===== src/rtl/bpm_pkg.sv =====
package bpm_pkg;

   typedef enum logic [1:0] {
      GRP_G0  = 2'd0,
      GRP_G1  = 2'd1,
      GRP_VG0 = 2'd2,
      GRP_VG1 = 2'd3
   } grp_e;

   // storage slot index, also the order of the floor table in the top
   typedef enum logic [2:0] {
      SRC_G0   = 3'd0,
      SRC_G1S  = 3'd1,
      SRC_G1NS = 3'd2,
      SRC_VG0  = 3'd3,
      SRC_VG1  = 3'd4
   } src_e;

   localparam int NREG = 5;

endpackage


===== src/rtl/bpm_bp_reg.sv =====
module bpm_bp_reg #(
   parameter int BP_W    = 3,
   parameter int MIN_VAL = 0
) (
   input  logic            clk,
   input  logic            rst_n,
   input  logic            we,
   input  logic [BP_W-1:0] wdata,
   output logic [BP_W-1:0] q
);
   localparam logic [BP_W-1:0] FLOOR = BP_W'(MIN_VAL);

   logic [BP_W-1:0] nxt;

   generate
      if (MIN_VAL == 0) begin : g_no_floor
         assign nxt = wdata;
      end else begin : g_floor
         assign nxt = (wdata < FLOOR) ? FLOOR : wdata;
      end
   endgenerate

   always_ff @(posedge clk or negedge rst_n) begin
      if (!rst_n) begin
         q <= FLOOR;
      end else if (we) begin
         q <= nxt;
      end
   end
endmodule


===== src/rtl/bpm_route.sv =====
module bpm_route
   import bpm_pkg::*;
(
   input  logic            wr_en,
   input  logic [1:0]      wr_grp,
   input  logic            secure,
   input  logic            el3_present,
   input  logic [1:0]      q_grp,
   output logic [NREG-1:0] we,
   output src_e            q_src,
   output logic            q_off
);
   logic use_sec;
   src_e w_src;

   assign use_sec = el3_present & secure;

   function automatic src_e pick(input logic [1:0] g, input logic s);
      case (grp_e'(g))
         GRP_G0:  pick = SRC_G0;
         GRP_G1:  pick = s ? SRC_G1S : SRC_G1NS;
         GRP_VG0: pick = SRC_VG0;
         default: pick = SRC_VG1;
      endcase
   endfunction

   assign w_src = pick(wr_grp, use_sec);
   assign q_src = pick(q_grp, use_sec);
   assign q_off = (q_src == SRC_G1NS) || (q_src == SRC_VG1);

   generate
      for (genvar i = 0; i < NREG; i++) begin : g_we
         assign we[i] = wr_en && (w_src == src_e'(i));
      end
   endgenerate
endmodule


===== src/rtl/bpm_mask_gen.sv =====
module bpm_mask_gen #(
   parameter int PRIO_W = 8,
   parameter int BP_W   = 3
) (
   input  logic [BP_W-1:0]   bp,
   input  logic              off,
   input  logic [PRIO_W-1:0] prio,
   output logic [PRIO_W-1:0] mask,
   output logic [PRIO_W-1:0] gp
);
   logic [BP_W-1:0] eff;

   assign eff = (off && (bp != '0)) ? (bp - BP_W'(1)) : bp;

   generate
      for (genvar b = 0; b < PRIO_W; b++) begin : g_bit
         localparam logic [BP_W-1:0] BIDX = BP_W'(b);
         assign mask[b] = (BIDX > eff);
         assign gp[b]   = prio[b] & mask[b];
      end
   endgenerate
endmodule


===== src/rtl/bpm_masker.sv =====
module bpm_masker
   import bpm_pkg::*;
#(
   parameter int PRIO_W   = 8,
   parameter int BP_W     = 3,
   parameter int MIN_SEC  = 0,
   parameter int MIN_NSEC = 1,
   parameter int VMIN_G0  = 2
) (
   input  logic              clk,
   input  logic              rst_n,
   input  logic              wr_en,
   input  logic [1:0]        wr_grp,
   input  logic [BP_W-1:0]   wr_data,
   input  logic              secure,
   input  logic              el3_present,
   input  logic [1:0]        q_grp,
   input  logic [PRIO_W-1:0] q_prio,
   output logic [BP_W-1:0]   rd_g0,
   output logic [BP_W-1:0]   rd_g1s,
   output logic [BP_W-1:0]   rd_g1ns,
   output logic [BP_W-1:0]   rd_vg0,
   output logic [BP_W-1:0]   rd_vg1,
   output logic [PRIO_W-1:0] gp_mask,
   output logic [PRIO_W-1:0] gp_prio
);
   localparam int BP_MAX = (1 << BP_W) - 1;
   localparam int FLOOR_TAB [NREG] = '{MIN_SEC, MIN_SEC, MIN_NSEC, VMIN_G0, VMIN_G0 + 1};

   generate
      if ((1 << BP_W) != PRIO_W) begin : g_bad_width
         initial $fatal(1, "bpm_masker: PRIO_W must equal 2**BP_W");
      end
      if (MIN_NSEC < 1 || MIN_SEC < 0 || VMIN_G0 < 0) begin : g_bad_floor
         initial $fatal(1, "bpm_masker: offset floors must be at least 1");
      end
      if (VMIN_G0 + 1 > BP_MAX || MIN_NSEC > BP_MAX) begin : g_bad_range
         initial $fatal(1, "bpm_masker: floor exceeds field range");
      end
   endgenerate

   logic [NREG-1:0] we;
   src_e            q_src;
   logic            q_off;
   logic [BP_W-1:0] bp_q [NREG];

   bpm_route u_route (
      .wr_en       (wr_en),
      .wr_grp      (wr_grp),
      .secure      (secure),
      .el3_present (el3_present),
      .q_grp       (q_grp),
      .we          (we),
      .q_src       (q_src),
      .q_off       (q_off)
   );

   generate
      for (genvar i = 0; i < NREG; i++) begin : g_reg
         bpm_bp_reg #(
            .BP_W    (BP_W),
            .MIN_VAL (FLOOR_TAB[i])
         ) u_reg (
            .clk   (clk),
            .rst_n (rst_n),
            .we    (we[i]),
            .wdata (wr_data),
            .q     (bp_q[i])
         );
      end
   endgenerate

   assign rd_g0   = bp_q[SRC_G0];
   assign rd_g1s  = bp_q[SRC_G1S];
   assign rd_g1ns = bp_q[SRC_G1NS];
   assign rd_vg0  = bp_q[SRC_VG0];
   assign rd_vg1  = bp_q[SRC_VG1];

   bpm_mask_gen #(
      .PRIO_W (PRIO_W),
      .BP_W   (BP_W)
   ) u_mask (
      .bp   (bp_q[q_src]),
      .off  (q_off),
      .prio (q_prio),
      .mask (gp_mask),
      .gp   (gp_prio)
   );
endmodule


===== config.mk =====
export PLATFORM = sky130hd
export DESIGN_NAME = bpm_masker
export DESIGN_NICKNAME = d
export VERILOG_FILES = /design/src/rtl/bpm_pkg.sv /design/src/rtl/bpm_bp_reg.sv /design/src/rtl/bpm_route.sv /design/src/rtl/bpm_mask_gen.sv /design/src/rtl/bpm_masker.sv
export SDC_FILE = /design/constraint.sdc
export NUM_CORES = 1
export LEC_CHECK = 0
export BUFFER_PORTS_ARGS = -buffer_cell sky130_fd_sc_hd__buf_4
export CORE_AREA = 2 2 49 51
export DETAILED_ROUTE_END_ITERATION = 16
export DIE_AREA = 0 0 51 53
export PLACE_DENSITY = 0.85
export SLEW_MARGIN = 20
export SYNTH_ARGS = -nofsm -noshare
export SYNTH_HDL_FRONTEND = slang
export SYNTH_SLANG_ARGS = --single-unit

===== constraint.sdc =====
create_clock -name clk -period 6.27 [get_ports clk]
set_input_delay 0.3135 -clock clk [delete_from_list [all_inputs] [get_ports clk]]
set_output_delay 0.3135 -clock clk [all_outputs]
set_load 0.05 [all_outputs]

==> results by group, run 1 <==
Worst setup path
  – Worst-path maximum fanout: 4
  – CP cell instances: mux2i_1, o221ai_1, inv_1, ha_1, nand2b_1, a21o_1, nand3_1, mux2i_1, a21boi_1, buf_4
  – Crit Path Class: reg -> out
  – Req. time, crit path: 5.96 ns
  – Slowest cell delay on critical path: 0.55 ns
  – Slowest CP cell: dfstp_2
  – CP startpoint kind: register
  – Critical path endpoint category: output pin
  – Cell mode on critical path: mux2i_1
  – Critical Path AT: 2.70 ns

Die
  – Row cnt: 17
  – DIE HEIGHT: 53 µm
  – Core region area: 2150 µm²
  – I/O Pins: 51
  – Initial core utilization: 0.464
  – DIE WIDTH: approximately 51 µm
  – Die area: 2700 µm²

Global route
  – GRT Util Overall: 0.181
  – Initial antenna violation count: 0
  – Largest net degree at the start of global routing: 16
  – Vias in the first global route: 851
  – First-pass GRT wire length: 3.73 mm
  – Gr ovfl total: 0

Final layout
  – Fin area: 1390 µm²
  – Ant diodes: 0
  – Largest regs: g.u_reg.q: 15 flops
  – Top reg by flops: g.u_reg.q
  – Layout cell share with drive strength beyond 1: 0.490
  – Final Util: 0.646
  – Nets@finish: between 150 and 200
  – Largest register FFs: 15
  – Area grow syn2layout: 39.4%

Clocking
  – CTS root buf: clkbuf_4
  – # Post-CTS Setup Buffers: 0
  – Post-CTS resize count: 0
  – Hold-fix buffers, CTS: 1
  – CTS HTree Levels: 1
  – Worst skew pair latency: roughly 0.27 ns
  – CTS tree: built
  – Clock buffer depth: 2
  – Clock buffer count from CTS: 3
  – Clk sinks: 15
  – Clock transition at the registers of the reported paths: 0.08 ns

Placed design
  – Post-DP Area: around 1400 µm²
  – I/O Buffers: 47
  – Dpl hpwl: 1.92 mm
  – Gpl congestion: between 0.7 and 0.8

Timing
  – Slew headroom: 0.666
  – Fmax: 0.332 GHz
  – Minimum clock period after layout: 3.01 ns
  – Hold Fails Final Rpt: 0
  – Final Max Slew Viols: 0
  – Skew final: 0 ns
  – RSZ-0062 raised after global routing: no
  – Worst-Margin Slew: around 0.50 ns
  – Setup TNS: 0 ns
  – Fin crit share: 0.480
  – Number of setup violations in the final report: 0

Drt
  – DRT Wirelength: 2.33 mm
  – Pre-antenna DRT Iters: 3
  – Residual DRC count: 0
  – Average wire per standard cell: 13.2 µm
  – DR vias: 904
  – DRT antenna net count: 0
  – Vias per Instance: 5.11
  – Starting DRC count in detailed routing: 10

Pwr
  – Net Sw Power: 0.262 mW
  – Logic gate share of total power: 0.630
  – Maximum VDD drop: ~0.23 mV
  – Part of the power in registers: 0.268
  – Power Dens Cells: 366 nW/µm²
  – Leakage: 0.680 nW
  – Internal: 0.246 mW
  – Sw Share: 0.516
  – Clock power share: 0.102

Synth
  – Sequential fraction of the synthesis area: 0.382
  – Cell variety after synth: 37
  – Yosys reg bits: 15
  – Share of flip-flops with an asynchronous set or reset: 1.00
  – Post-synth EDFFs: 0
  – Main flop type after synthesis: dfrtp_1
  – Cell area after synthesis: 996 µm²
  – Syn avg cell area: 9.86 µm²
  – Synth Instances: between 100 and 150
  – Yosys warnings: 0

Status
  – Status: completed

Min path
  – Class of the most critical hold timing path: in -> reg

Job
  – Number of max-cap violations: 0
==> critical path, delay by kind of cell, from the launching register on <==
kind / cells / cell delay, ns
adders and majority gates: 1 / 0.24
AOI/OAI and AO/OA: 3 / 0.57
DFF: 1 / 0.55
and+or+nand+nor: 2 / 0.23
buffers and inverters: 2 / 0.35
muxes: 2 / 0.47
==> cells in the mapped netlist (3+ instances only) <==
cell type / instances / area, µm²
nor2_1: 7 / 26.3
mux2i_1: 5 / 50.1
dfrtp_1: 11 / 275
inv_1: 7 / 26.3
nand3_1: 7 / 35.0
nand3b_1: 3 / 22.5
dfstp_2: 4 / 105
nand2_1: 5 / 18.8
mux2_2: 10 / 113
o21ai_0: 6 / 30.0
a21oi_1: 3 / 15.0
nor3_1: 3 / 15.0
==> cells by family (layout without fill, tap and decap cells) <==
logic type / after synthesis / after routing / synth area share
flops: 15 / 15 / 0.382
other cells: 1 / 2 / 0.00377
buf+inv: 13 / 60 / 0.0653
fa+ha+maj: 2 / 2 / 0.0251
compound gates: 18 / 18 / 0.122
mux: 18 / 18 / 0.216
simple gates: 34 / 34 / 0.186
==> cells in the final DEF, fill, tap and decap left out, types with 2 or more instances in the layout <==
cell type	instances
mux2_4	2
inv_1	7
nor2_1	7
conb_1	2
dfrtp_1	11
nand3b_1	3
o21ai_0	6
nor3_1	3
a21oi_1	3
mux2_2	10
ha_1	2
clkbuf_4	3
dfstp_2	4
buf_4	47
nand3_1	7
nand2_1	5
nand2b_1	2
nor2b_1	2
mux2i_1	5
==> routing by layer <==
| metal | vias up | global-route usage | wire length [µm] | share of wire |
|---|---|---|---|---|
| li1 | 453 | - | - | - |
| met1 | 411 | 0.214 | 988 | 0.42 |
| met2 | 40 | 0.342 | 1150 | 0.49 |
| met3 | 0 | 0.0226 | 186 | 0.080 |
| met4 | 0 | 0.0541 | 0 | 0 |
| met5 | - | 0 | 0 | 0 |
==> layout make-up <==
type,instances,area [µm²]
clock buffers,4,26.3
fillers,163,759
inverters,8,30.0
repair buffers,48,363
flip-flops and latches,15,380
multi-input cells,74,554
well taps,28,35.0
==> path summary, 6_finish.rpt <==
kind,start,to,slack [ns],depth (start not counted)
min in group asynchronous,rst_n,g_reg[0].u_reg.q[2]$_DFFE_PN0P_,0.43,2
max in group asynchronous,rst_n,g_reg[3].u_reg.q[1]$_DFFE_PN1P_,5.60,2
min,wr_data[0],g_reg[0].u_reg.q[0]$_DFFE_PN0P_,0.32,2
max,g_reg[2].u_reg.q[0]$_DFFE_PN1P_,gp_prio[6],3.26,10
max reg2reg,g_reg[2].u_reg.q[0]$_DFFE_PN1P_,g_reg[2].u_reg.q[0]$_DFFE_PN1P_,5.47,2
min reg2reg,g_reg[3].u_reg.q[1]$_DFFE_PN1P_,g_reg[3].u_reg.q[1]$_DFFE_PN1P_,0.49,2
==> stage by stage <==
stage                     hold slack, ns  instances  total power, mW  worst slack [ns]
after floorplan                   0.0179        102            0.370              2.86
after global placement             0.171        172            0.452              3.42
after detailed placement           0.176        172            0.458              3.42
after CTS                          0.309        177            0.512              3.29
after global routing               0.310        177            0.535              2.95
final                              0.320        177            0.508              3.26
==> power by group through the flow <==
stage | combinational, mW | clock [mW] | sequential (mW)
3_3_place_gp | 0.315 | 0 | 0.137
2_1_floorplan | 0.168 | 0 | 0.202
6_report | 0.320 | 0.0516 | 0.136
5_1_grt | 0.337 | 0.0590 | 0.139
3_5_place_dp | 0.320 | 0 | 0.138
4_1_cts | 0.321 | 0.0542 | 0.136
No activity file was read; power rests on OpenSTA's default activity.
==> run 2: changes to the inputs <==
CORE_AREA = 2 2 53 55   (was 2 2 49 51)
DIE_AREA = 0 0 55 57   (was 0 0 51 53)
PLACE_DENSITY = 0.77   (was 0.85)
clock period = 2.71 ns   (was 6.27 ns; I/O delays follow)
==> results by group, run 2 (synthesis results as in run 1) <==
Worst setup path
  – Slowest CP cell: dfstp_2
  – Req. time, crit path: 2.57 ns
  – Crit Path Class: reg -> out
  – CP startpoint kind: register
  – Critical Path AT: between 2 and 2.5 ns
  – Critical path endpoint category: output pin
  – Crit path buf inv count: 2
  – CP delay by family, top: flip-flops
  – Worst-path maximum fanout: 7
  – CP cell instances: mux2i_1, o221ai_2, inv_2, ha_1, o211ai_1, nor2_1, mux2_4, nor4_2, buf_4
  – Slowest cell delay on critical path: 0.55 ns

Timing
  – Worst setup margin: 0.140 ns
  – RSZ-0062 raised after global routing: yes
  – Number of setup violations in the final report: 0
  – Fmax: 0.389 GHz
  – Min Hold Slack: 0.133 ns
  – Fin crit share: 0.948
  – Hold Fails Final Rpt: 0
  – Skew final: 0 ns
  – Minimum clock period after layout: 2.57 ns
  – Final Max Slew Viols: 0

Final layout
  – Ant diodes: 0
  – Multi-input logic area: 632 µm²
  – Top reg by flops: g.u_reg.q
  – Most frequent cells in the layout: buf_4, dfrtp_1, mux2_2
  – Fin area: 1560 µm²
  – Filler instances: approximately 230
  – Nets@finish: 180
  – Largest regs: g.u_reg.q: 15 flops
  – Storage element area: 380 µm²
  – Area grow syn2layout: 56.5%
  – Layout cell share with drive strength beyond 1: 0.605
  – Largest register FFs: 15
  – Most common cell after layout, fill and taps aside: buf_4

Clocking
  – CTS tree: built
  – Clock transition at the registers of the reported paths: 0.09 ns
  – CTS root buf: clkbuf_4
  – Worst skew pair latency: 0.27 ns
  – Clock buffer count from CTS: 3
  – Clk sinks: 15
  – CTS HTree Levels: 1
  – Clock buffer depth: 2

Min path
  – Class of the most critical hold timing path: in -> reg

Drt
  – Residual DRC count: 0
  – Average wire per standard cell: 13.3 µm
  – Vias per Instance: 5.07
  – Pre-antenna DRT Iters: 4
  – DRT Wirelength: 2.50 mm
  – Starting DRC count in detailed routing: 7
  – DRT antenna net count: 0
  – DR vias: 953

Global route
  – Met1 usage: 0.204
  – GR Util met3: 0.0236
  – Met2 usage: 0.304
  – Initial antenna violation count: 0
  – Largest net degree at the start of global routing: 16
  – GRT busiest layer: met2
  – Vias in the first global route: roughly 900
  – First-pass GRT wire length: around 4.0 mm
  – Gr ovfl total: 0
  – GRT Util Overall: 0.170

Die
  – Core region area: 2620 µm²
  – Die area: 3140 µm²
  – Initial core utilization: 0.381
  – I/O Pins: 51
  – DIE WIDTH: 55 µm
  – Row cnt: 19
  – DIE HEIGHT: 57 µm

Pwr
  – Internal: 0.643 mW
  – Leakage: 0.740 nW
  – Sw Share: 0.503
  – Power Dens Cells: 831 nW/µm²
  – Logic gate share of total power: 0.661
  – Maximum VDD drop: 0.576 mV
  – Net Sw Power: 0.652 mW
  – Total power: between 1 and 1.5 mW
  – Part of the power in registers: 0.243
  – Clock power share: 0.096

Placed design
  – Dpl hpwl: 1.98 mm
  – I/O Buffers: 47
  – Gpl congestion: 0.762
  – DP Worst Slack: a little under 0.07 ns
  – Post-DP Area: about 1400 µm²

Status
  – Status: completed

Job
  – Number of max-cap violations: 0
run 2: metrics by stage:
stage               utilization  instances  TNS, ns
detailed placement        0.536        177        0
CTS                       0.574        185        0
global placement          0.536        177        0
global route              0.596        188   -0.133
finish                    0.596        188        0
floorplan                     -        102   -0.991
run 2: power groups by stage:
stage | clock network, mW | logic, mW | registers [mW]
final | 0.125 | 0.855 | 0.315
after floorplan | 0 | 0.409 | 0.467
after global routing | 0.135 | 0.909 | 0.321
after CTS | 0.127 | 0.829 | 0.315
after detailed placement | 0 | 0.776 | 0.319
after global placement | 0 | 0.763 | 0.318
run 2: cell type report:
type / count / share of cell area
Clock buffer: 4 / 0.0169
Inverter: 8 / 0.0193
Multi-Input combinational cell: 74 / 0.405
Sequential cell: 15 / 0.244
Tap cell: 31 / 0.0249
Timing Repair Buffer: 56 / 0.290
run 2: worst paths after layout:
kind / start / to / slack [ns] / depth (start not counted)
min in group asynchronous: rst_n / g_reg[3].u_reg.q[2]$_DFFE_PN0P_ / 0.24 / 2
max in group asynchronous: rst_n / g_reg[3].u_reg.q[1]$_DFFE_PN1P_ / 2.23 / 2
hold / removal: wr_data[0] / g_reg[1].u_reg.q[0]$_DFFE_PN0P_ / 0.13 / 2
setup / recovery: g_reg[2].u_reg.q[0]$_DFFE_PN1P_ / gp_prio[3] / 0.14 / 9
setup reg to reg: g_reg[2].u_reg.q[0]$_DFFE_PN1P_ / g_reg[2].u_reg.q[0]$_DFFE_PN1P_ / 1.91 / 2
hold reg to reg: g_reg[4].u_reg.q[1]$_DFFE_PN1P_ / g_reg[4].u_reg.q[1]$_DFFE_PN1P_ / 0.51 / 2
run 2: what timing repair did:
item,4_1_cts,5_1_grt
hold buffers,1,0
resized for setup,3,9
hold endpoints to repair,15,0
endpoints found under the setup margin,11,12
pin swaps,1,3
setup buffers,3,3
run 2: routing by layer:
metal / wire (µm) / up-vias
met5: 0 / -
met4: 0 / 0
met3: 196 / 0
met2: 1330 / 40
met1: 967 / 444
li1: - / 469
==> run 3: changes to the inputs <==
CELL_PAD_IN_SITES_DETAIL_PLACEMENT = 2   (was default)
CELL_PAD_IN_SITES_GLOBAL_PLACEMENT = 2   (was default)
CORE_AREA = 2 2 67 69   (was 2 2 53 55)
DIE_AREA = 0 0 69 71   (was 0 0 55 57)
PLACE_DENSITY = 0.79   (was 0.77)
clock period = 2.9 ns   (was 2.71 ns; I/O delays follow)
==> results by group, run 3 (synthesis results as in run 1) <==
Drt
  – Vias per Instance: 4.79
  – Pre-antenna DRT Iters: 3
  – Average wire per standard cell: 16.3 µm
  – DRT antenna net count: 0
  – Starting DRC count in detailed routing: 6
  – DRT Wirelength: approximately 3.3 mm
  – DR vias: 973
  – Residual DRC count: 0

Pwr
  – Maximum VDD drop: between 0.3 and 0.4 mV
  – Logic gate share of total power: 0.613
  – Power Dens Cells: a little over 800 nW/µm²
  – Clock power share: 0.141
  – Leakage: 0.703 nW
  – Net Sw Power: 0.614 mW
  – Sw Share: 0.508
  – Total power: 1.21 mW
  – Internal: a little under 0.6 mW
  – Part of the power in registers: 0.245

Final layout
  – Fin area: 1500 µm²
  – Top reg by flops: g.u_reg.q
  – Non-filler instance count after layout: around 200
  – Nets@finish: 174
  – Layout cell share with drive strength beyond 1: 0.543
  – Most frequent cells in the layout: buf_4, dfrtp_1, mux2_2
  – Area grow syn2layout: 50.3%
  – Largest regs: g.u_reg.q: 15 flops
  – Ant diodes: 0
  – Filler instances: 486
  – Most common cell after layout, fill and taps aside: buf_4
  – Largest register FFs: 15

Timing
  – RSZ-0062 raised after global routing: no
  – Minimum clock period after layout: 2.69 ns
  – Skew final: 0 ns
  – Fin crit share: 0.926
  – Final Max Slew Viols: 0
  – Number of setup violations in the final report: 0
  – Hold Fails Final Rpt: 0
  – Fmax: ~0.37 GHz

Global route
  – First-pass GRT wire length: 5.53 mm
  – Initial antenna violation count: 0
  – GRT Util Overall: 0.140
  – Largest net degree at the start of global routing: 16
  – Vias in the first global route: about 1100
  – Gr ovfl total: 0

Clocking
  – CTS tree: built
  – Clock buffer count from CTS: 3
  – CTS root buf: clkbuf_8
  – CTS HTree Levels: 1
  – Clk sinks: 15
  – Clock buffer depth: 2
  – Clock transition at the registers of the reported paths: 0.06 ns
  – Worst skew pair latency: 0.24 ns

Worst setup path
  – Slowest cell delay on critical path: 0.55 ns
  – CP delay by family, top: compound AO/OA/AOI/OAI gates
  – Critical Path AT: 2.54 ns
  – Worst-path maximum fanout: 4
  – CP cell instances: mux2i_1, o221ai_2, inv_1, ha_1, nand2b_1, a21o_1, and3_1, nand3_1, a211oi_2, buf_4
  – Slowest CP cell: dfstp_2
  – Crit path buf inv count: 2
  – CP startpoint kind: register
  – Critical path endpoint category: output pin
  – Req. time, crit path: 2.76 ns
  – Crit Path Class: reg -> out

Placed design
  – I/O Buffers: 47
  – Gpl congestion: approximately 0.74
  – Placed instance count: between 150 and 200
  – Dpl hpwl: 2.70 mm
  – Post-DP Area: 1410 µm²

Die
  – DIE WIDTH: 69 µm
  – DIE HEIGHT: a little over 70 µm
  – I/O Pins: 51
  – Core region area: roughly 4200 µm²
  – Row cnt: 24
  – Initial core utilization: 0.237
  – Die area: approximately 4900 µm²

Min path
  – Class of the most critical hold timing path: in -> reg

Status
  – Status: completed

Job
  – Number of max-cap violations: 0
==> run 3: cell count changes in the layout (fill, tap and decap cells not counted), sizes merged <==
cell,before,now
buf,55,49
==> run 3: path summary, 6_finish.rpt <==
check	start	end	slack (ns)	cells after the start
min	wr_data[0]	g_reg[1].u_reg.q[0]$_DFFE_PN0P_	0.19	2
max in group asynchronous	rst_n	g_reg[3].u_reg.q[1]$_DFFE_PN1P_	2.36	2
max	g_reg[2].u_reg.q[0]$_DFFE_PN1P_	gp_prio[1]	0.21	10
min reg2reg	g_reg[4].u_reg.q[0]$_DFFE_PN1P_	g_reg[4].u_reg.q[0]$_DFFE_PN1P_	0.52	2
min in group asynchronous	rst_n	g_reg[1].u_reg.q[1]$_DFFE_PN0P_	0.30	2
max reg2reg	g_reg[2].u_reg.q[0]$_DFFE_PN1P_	g_reg[2].u_reg.q[0]$_DFFE_PN1P_	2.07	2
==> run 3: cell type report <==
type,count,area [µm²],share of cell area
clock buffers,4,45.0,0.0301
inverters,8,30.0,0.0201
multi-input cells,74,598,0.400
flip-flops and latches,15,380,0.254
well taps,52,65.1,0.0435
repair buffers,50,378,0.253
==> run 3: what timing repair did <==
action / in CTS / in global routing
endpoints found under the setup margin: 5 / 7
setup buffers: 0 / 1
hold buffers: 1 / 0
resized for setup: 2 / 3
hold endpoints to repair: 15 / 0
pin swaps: 0 / 1
==> run 3: per-stage QoR <==
step / TNS, ns / hold WS, ns / utilization / worst slack, ns
global placement: 0 / 0.00838 / 0.334 / 0.342
detailed placement: 0 / 0.0117 / 0.334 / 0.201
global route: 0 / 0.187 / 0.356 / 0.0296
CTS: 0 / 0.186 / 0.350 / 0.0790
finish: 0 / 0.187 / 0.356 / 0.215
floorplan: -0.295 / -0.151 / - / -0.217
==> run 3: power groups by stage <==
stage               sequential (mW)  combinational (mW)  clock [mW]
floorplan                     0.437               0.371           0
global placement              0.299               0.704           0
detailed placement            0.301               0.724           0
CTS                           0.298               0.733       0.172
global route                  0.305               0.779       0.185
finish                        0.296               0.741       0.171
==> run 3: metal layers <==
layer | GRT usage | part of all wire
met3 | 0.0228 | 0.055
met5 | 0 | 0
met4 | 0.0458 | 0.0088
met2 | 0.271 | 0.52
met1 | 0.154 | 0.41
